`config.mk`:
```
export PLATFORM = sky130hd
export DESIGN_NAME = gpio_bank_top
export DESIGN_NICKNAME = d
export VERILOG_FILES = /design/src/rtl/gpio_bank_pkg.sv /design/src/rtl/gpio_addr_decode.sv /design/src/rtl/gpio_port_slice.sv /design/src/rtl/gpio_read_mux.sv /design/src/rtl/gpio_bank_top.sv
export SDC_FILE = /design/constraint.sdc
export NUM_CORES = 1
export LEC_CHECK = 0
export ABC_AREA = 0
export BUFFER_PORTS_ARGS = -buffer_cell sky130_fd_sc_hd__clkbuf_2
export CAP_MARGIN = 20
export CORE_ASPECT_RATIO = 0.5
export CORE_MARGIN = 8
export CORE_UTILIZATION = 40
export CTS_BUF_LIST = sky130_fd_sc_hd__clkbuf_8
export DETAILED_ROUTE_END_ITERATION = 8
export GPL_TIMING_DRIVEN = 0
export PLACE_DENSITY = 0.65
export RECOVER_POWER = 50
export SLEW_MARGIN = 30
export SYNTH_ARGS = -nofsm -noshare
export SYNTH_HDL_FRONTEND = slang
export SYNTH_SLANG_ARGS = --single-unit
```
`constraint.sdc`:
```
create_clock -name clk -period 1.5 [get_ports clk]
set_clock_uncertainty 0.05 [all_clocks]
set_input_delay 0.075 -clock clk [delete_from_list [all_inputs] [get_ports clk]]
set_output_delay 0.075 -clock clk [all_outputs]
set_load 0.02 [all_outputs]
```
`src/rtl/gpio_bank_pkg.sv`:
```
package gpio_bank_pkg;
  // Number of two-byte slots in the window; slot 3 is a hole.
  localparam int SLOT_COUNT = 5;
  localparam logic [2:0] NO_PORT = 3'd7;

  // Non-linear slot to port mapping.
  function automatic logic [2:0] slot_to_port(input logic [2:0] slot);
    case (slot)
      3'd0:    return 3'd0;
      3'd1:    return 3'd1;
      3'd2:    return 3'd2;
      3'd4:    return 3'd3;
      default: return NO_PORT;
    endcase
  endfunction
endpackage

```
`src/rtl/gpio_addr_decode.sv`:
```
module gpio_addr_decode
  import gpio_bank_pkg::*;
#(
  parameter int ADDR_W = 8,
  parameter int IDX_W = 2,
  parameter logic [ADDR_W-1:0] BASE = 8'hE0
) (
  input  logic [ADDR_W-1:0] addr,
  output logic              hit,
  output logic              is_dir,
  output logic [IDX_W-1:0]  idx
);
  localparam int WIN = 2 * SLOT_COUNT;

  logic [ADDR_W-1:0] offs;
  logic [2:0]        port;

  always_comb begin
    offs   = addr - BASE;
    port   = slot_to_port(offs[3:1]);
    hit    = (offs < ADDR_W'(WIN)) && (port != NO_PORT);
    is_dir = offs[0];
    idx    = port[IDX_W-1:0];
  end
endmodule

```
`src/rtl/gpio_port_slice.sv`:
```
module gpio_port_slice #(
  parameter int W = 8
) (
  input  logic         clk,
  input  logic         rst,
  input  logic         wr_lat,
  input  logic         wr_dir,
  input  logic [W-1:0] wdata,
  input  logic [W-1:0] pin_in,
  output logic [W-1:0] dir_q,
  output logic [W-1:0] view,
  output logic [W-1:0] drive
);
  logic [W-1:0] lat_q;

  always_ff @(posedge clk) begin
    if (rst) begin
      lat_q <= '0;
      dir_q <= '0;
    end else begin
      if (wr_lat) lat_q <= wdata;
      if (wr_dir) dir_q <= wdata;
    end
  end

  always_comb begin
    view  = (pin_in & ~dir_q) | (lat_q & dir_q);
    drive = lat_q | ~dir_q;
  end

  assert_dir_load_R2: assert property (@(posedge clk) disable iff (rst)
    wr_dir |=> dir_q == $past(wdata));

  assert_drive_follow_R5: assert property (@(posedge clk) disable iff (rst)
    (wr_lat && !wr_dir) |=> ((drive & dir_q) == ($past(wdata) & dir_q)));

  assert_hold_R6: assert property (@(posedge clk) disable iff (rst)
    (!wr_lat && !wr_dir) |=> ($stable(dir_q) && $stable(drive)));
endmodule

```
`src/rtl/gpio_read_mux.sv`:
```
module gpio_read_mux #(
  parameter int PORTS = 4,
  parameter int W = 8,
  parameter int IDX_W = 2
) (
  input  logic               clk,
  input  logic               rst,
  input  logic [PORTS*W-1:0] views,
  input  logic [PORTS*W-1:0] dirs,
  input  logic               hit,
  input  logic               is_dir,
  input  logic [IDX_W-1:0]   idx,
  output logic [W-1:0]       rdata
);
  logic [W-1:0] sel;

  always_comb begin
    sel = '1;
    if (hit) sel = is_dir ? dirs[idx*W +: W] : views[idx*W +: W];
  end

  always_ff @(posedge clk) begin
    if (rst) rdata <= '0;
    else     rdata <= sel;
  end
endmodule

```
`src/rtl/gpio_bank_top.sv`:
```
module gpio_bank_top #(
  parameter int PORTS = 4,
  parameter int W = 8,
  parameter int ADDR_W = 8
) (
  input  logic               clk,
  input  logic               rst,
  input  logic [ADDR_W-1:0]  bus_addr,
  input  logic               bus_wr,
  input  logic [W-1:0]       bus_wdata,
  output logic [W-1:0]       bus_rdata,
  input  logic [PORTS*W-1:0] pin_in,
  output logic [PORTS*W-1:0] pin_drive
);
  localparam int IDX_W = $clog2(PORTS);

  logic             hit, is_dir;
  logic [IDX_W-1:0] idx;
  logic [PORTS*W-1:0] views, dirs;

  gpio_addr_decode #(.ADDR_W(ADDR_W), .IDX_W(IDX_W)) u_dec (
    .addr(bus_addr), .hit(hit), .is_dir(is_dir), .idx(idx)
  );

  for (genvar p = 0; p < PORTS; p++) begin : g_port
    logic sel_p;
    assign sel_p = bus_wr && hit && (idx == IDX_W'(p));
    gpio_port_slice #(.W(W)) u_slice (
      .clk(clk), .rst(rst),
      .wr_lat(sel_p && !is_dir), .wr_dir(sel_p && is_dir),
      .wdata(bus_wdata), .pin_in(pin_in[p*W +: W]),
      .dir_q(dirs[p*W +: W]), .view(views[p*W +: W]),
      .drive(pin_drive[p*W +: W])
    );
  end

  gpio_read_mux #(.PORTS(PORTS), .W(W), .IDX_W(IDX_W)) u_rmux (
    .clk(clk), .rst(rst), .views(views), .dirs(dirs),
    .hit(hit), .is_dir(is_dir), .idx(idx), .rdata(bus_rdata)
  );

  assert_reset_R1: assert property (@(posedge clk)
    rst |=> (pin_drive == '1) && (bus_rdata == '0));

  assert_unmapped_R6: assert property (@(posedge clk) disable iff (rst)
    !hit |=> bus_rdata == '1);

  assert_dir_read_R3: assert property (@(posedge clk) disable iff (rst)
    (hit && is_dir && !bus_wr) |=> bus_rdata == $past(dirs[idx*W +: W]));
endmodule

```
==> run summary <==
Status: finished clean
Initial antenna violation count: 0
CP startpoint: bus_addr[0]
Post-synth ARST share: 0
Commonest non-fill, non-tap cell in the layout: nand2b_1
Synth Flop Type: dfxtp_1
Gpl congestion: 0.833
DR vias/cell: 5.22
Area after DPL: 0.00429 mm^2
Clock Sink Count: 72
Tmin final: 1480 ps
Max rail drop VDD: 0.000387 V
Initial core utilization: 0.418
Fill count: 888
Comb power frac: 0.108
Clock buffer depth: 2
Clock power share: 0.365
TritonCTS clock tree: yes
Port Buffers: 89
CP Capture Point: u_rmux.rdata[5]
Dpl ws: -484 ps
Number of max-cap violations: 0
Commonest non-fill, non-tap cells in the layout: nand2b_1 (104), dfxtp_1 (72), mux2i_1 (64), clkbuf_2 (51), clkbuf_1 (50)
Worst setup slack after layout: 21.4 ps
Reg2reg start: g_port[2].u_slice.lat_q[5]
Sequential fraction of the synthesis area: 0.390
Post-synth EDFFs: 0
Relative slew slack: 0.516
Vias in the first global route: 3156
Final Cycle Share: 0.986
Critical Path AT: 1630 ps
Fin Setup TNS: 0 ps
Share of layout cells above drive strength 1: 0.178
Seq pwr share: 0.526
Highest Clock Rate: 676 MHz
Largest net degree at the start of global routing: 12
Dpl hpwl: 8.06 mm
Clock Latency Late Sink: 360 ps
Warnings, synthesis: 0
Yosys reg bits: 72
WS Path Type: in -> reg
WL/cell: 18.6 um
Htree depth: 3
Cells on worst reg2reg path: 4
First-pass GRT wire length: 17.5 mm
Worst r2r dst: u_rmux.rdata[5]
Endpoints failing hold: 0
GRT overflow: 0
Design area: 0.00441 mm^2
DRC: 0
Worst-path fanout max: 10
Avg Cell Area, Syn: 9.95 um^2
Actual slew at the worst max-slew pin: 725 ps
Net Sw Frac: 0.261
Synthesized cell area: 0.00370 mm^2
Power per Cell Area: 832 mW/mm^2
CP required: 1650 ps
Final Power: 3670 uW
Root buf cell: clkbuf_8
Leakage: 0.00193 uW
Synth Net Count: 424
Storage cell area: 0.00144 mm^2
Final hold slack: 172 ps
ANT cells: 0
Sw power: 956 uW
Int Pwr: 2710 uW
RSZ-0062 raised after global routing: yes
Post-CTS Hold Buffers: 0
Post-route ant nets: 0
Setup violations, final: 0
CTS buffer count: 9
Std-Cell Rows: 24
Die Width: 152 um
Core box area: 0.00886 mm^2
CP endpoint kind: flip-flop
Routed WL: 11.0 mm
Die height: 84.0 um
R2r setup slk: 80 ps
GRT Overall Usage: 0.175
Multi-input logic area: 0.00211 mm^2
Pre-antenna DRT Iters: 5
Layout area overhead: 19.2%
Drt initial violations: 267
Worst setup SP type: primary input
Post-Synthesis Cells: 372
Unique masters post-synth: 30
Slew Limit Fails: 0
Hold crit path type: in -> reg
Clk slew on worst S/H paths: 80 ps
Via count: 3100
Die area: 0.0128 mm^2
Layout Nets: 524
I/O Pins: 91
==> metrics by stage <==
| step | utilization | cells |
|---|---|---|
| final | 0.498 | 594 |
| after CTS | 0.503 | 594 |
| after global placement | 0.484 | 578 |
| after floorplan | - | 372 |
| after detailed placement | 0.484 | 578 |
| after global routing | 0.498 | 594 |
==> cell families (layout without fill, tap and decap cells) <==
logic type / after synthesis / count (layout) / synth area share
multiplexers: 64 / 64 / 0.173
buffers and inverters: 31 / 136 / 0.0396
XOR/XNOR: 1 / 1 / 0.00237
adder cells (fa/ha/maj): 1 / 1 / 0.00338
flip-flops: 72 / 72 / 0.390
AND/OR/NAND/NOR: 158 / 158 / 0.291
AO/OA/AOI/OAI: 45 / 45 / 0.101
==> cell type report <==
type,count,area share
plain buffers,31,0.0335
repair buffers,89,0.0897
clock buffers,10,0.0312
multi-input cells,269,0.479
well taps,117,0.0332
clock inverters,6,0.00653
flip-flops and latches,72,0.327
==> how the worst min path moves through the flow <==
stage	slack, ps	cells after the start	end	startpoint
after floorplan	270	3	u_rmux.rdata[7]	bus_addr[1]
after global placement	410	2	g_port[3].u_slice.lat_q[5]	g_port[3].u_slice.lat_q[5]
after detailed placement	410	2	g_port[2].u_slice.lat_q[3]	g_port[2].u_slice.lat_q[3]
after CTS	150	4	u_rmux.rdata[7]	pin_in[23]
after global routing	170	4	u_rmux.rdata[7]	bus_addr[1]
final	170	4	u_rmux.rdata[2]	pin_in[2]
==> per-layer routing <==
| metal | GRT usage | routed length [um] | vias up |
|---|---|---|---|
| met2 | 0.257 | 4660 | 99 |
| li1 | - | - | 1515 |
| met1 | 0.239 | 5470 | 1475 |
| met3 | 0.0537 | 744 | 11 |
| met5 | 0 | 0 | - |
| met4 | 0.0540 | 154 | 0 |
==> worst max-delay path: stages <==
cell and delay (ps):
clkbuf_2 140, clkbuf_2 260, clkbuf_2 320, o22a_1 270, a22oi_1 350, a41oi_1 210
==> sequential cells by signal, summed over array words and instances, names as in the netlist <==
signal	count
g_port.u_slice.lat_q	32
u_rmux.rdata	8
g_port.u_slice.dir_q	32
==> synth_stat cells (2+ instances only) <==
master,count,share of area
clkbuf_1,11,0.011
o221ai_1,26,0.062
and3_1,6,0.010
a41oi_1,3,0.0071
nand4_4,2,0.011
nor3b_4,2,0.010
buf_1,8,0.0081
a31oi_1,5,0.0085
a22oi_1,3,0.0061
dfxtp_1,72,0.39
buf_2,9,0.012
o22a_1,6,0.014
nand3_2,3,0.0081
nand2b_1,104,0.18
mux2i_1,64,0.17
nor2b_1,33,0.056
buf_6,2,0.0061
==> power groups by stage <==
stage          clock network (uW)  logic, uW  registers, uW
5_1_grt                      1480        431           1930
3_5_place_dp                    0        398           1970
6_report                     1340        397           1930
3_3_place_gp                    0        398           1970
4_1_cts                      1380        400           1930
2_1_floorplan                   0        209           1990
==> what timing repair did <==
| action | CTS | global route |
|---|---|---|
| gates resized for setup | 1 | 0 |
| setup buffers | 0 | 0 |
| setup endpoints to repair | 4 | 13 |
Note: power is estimated with default switching activity, not from simulation.
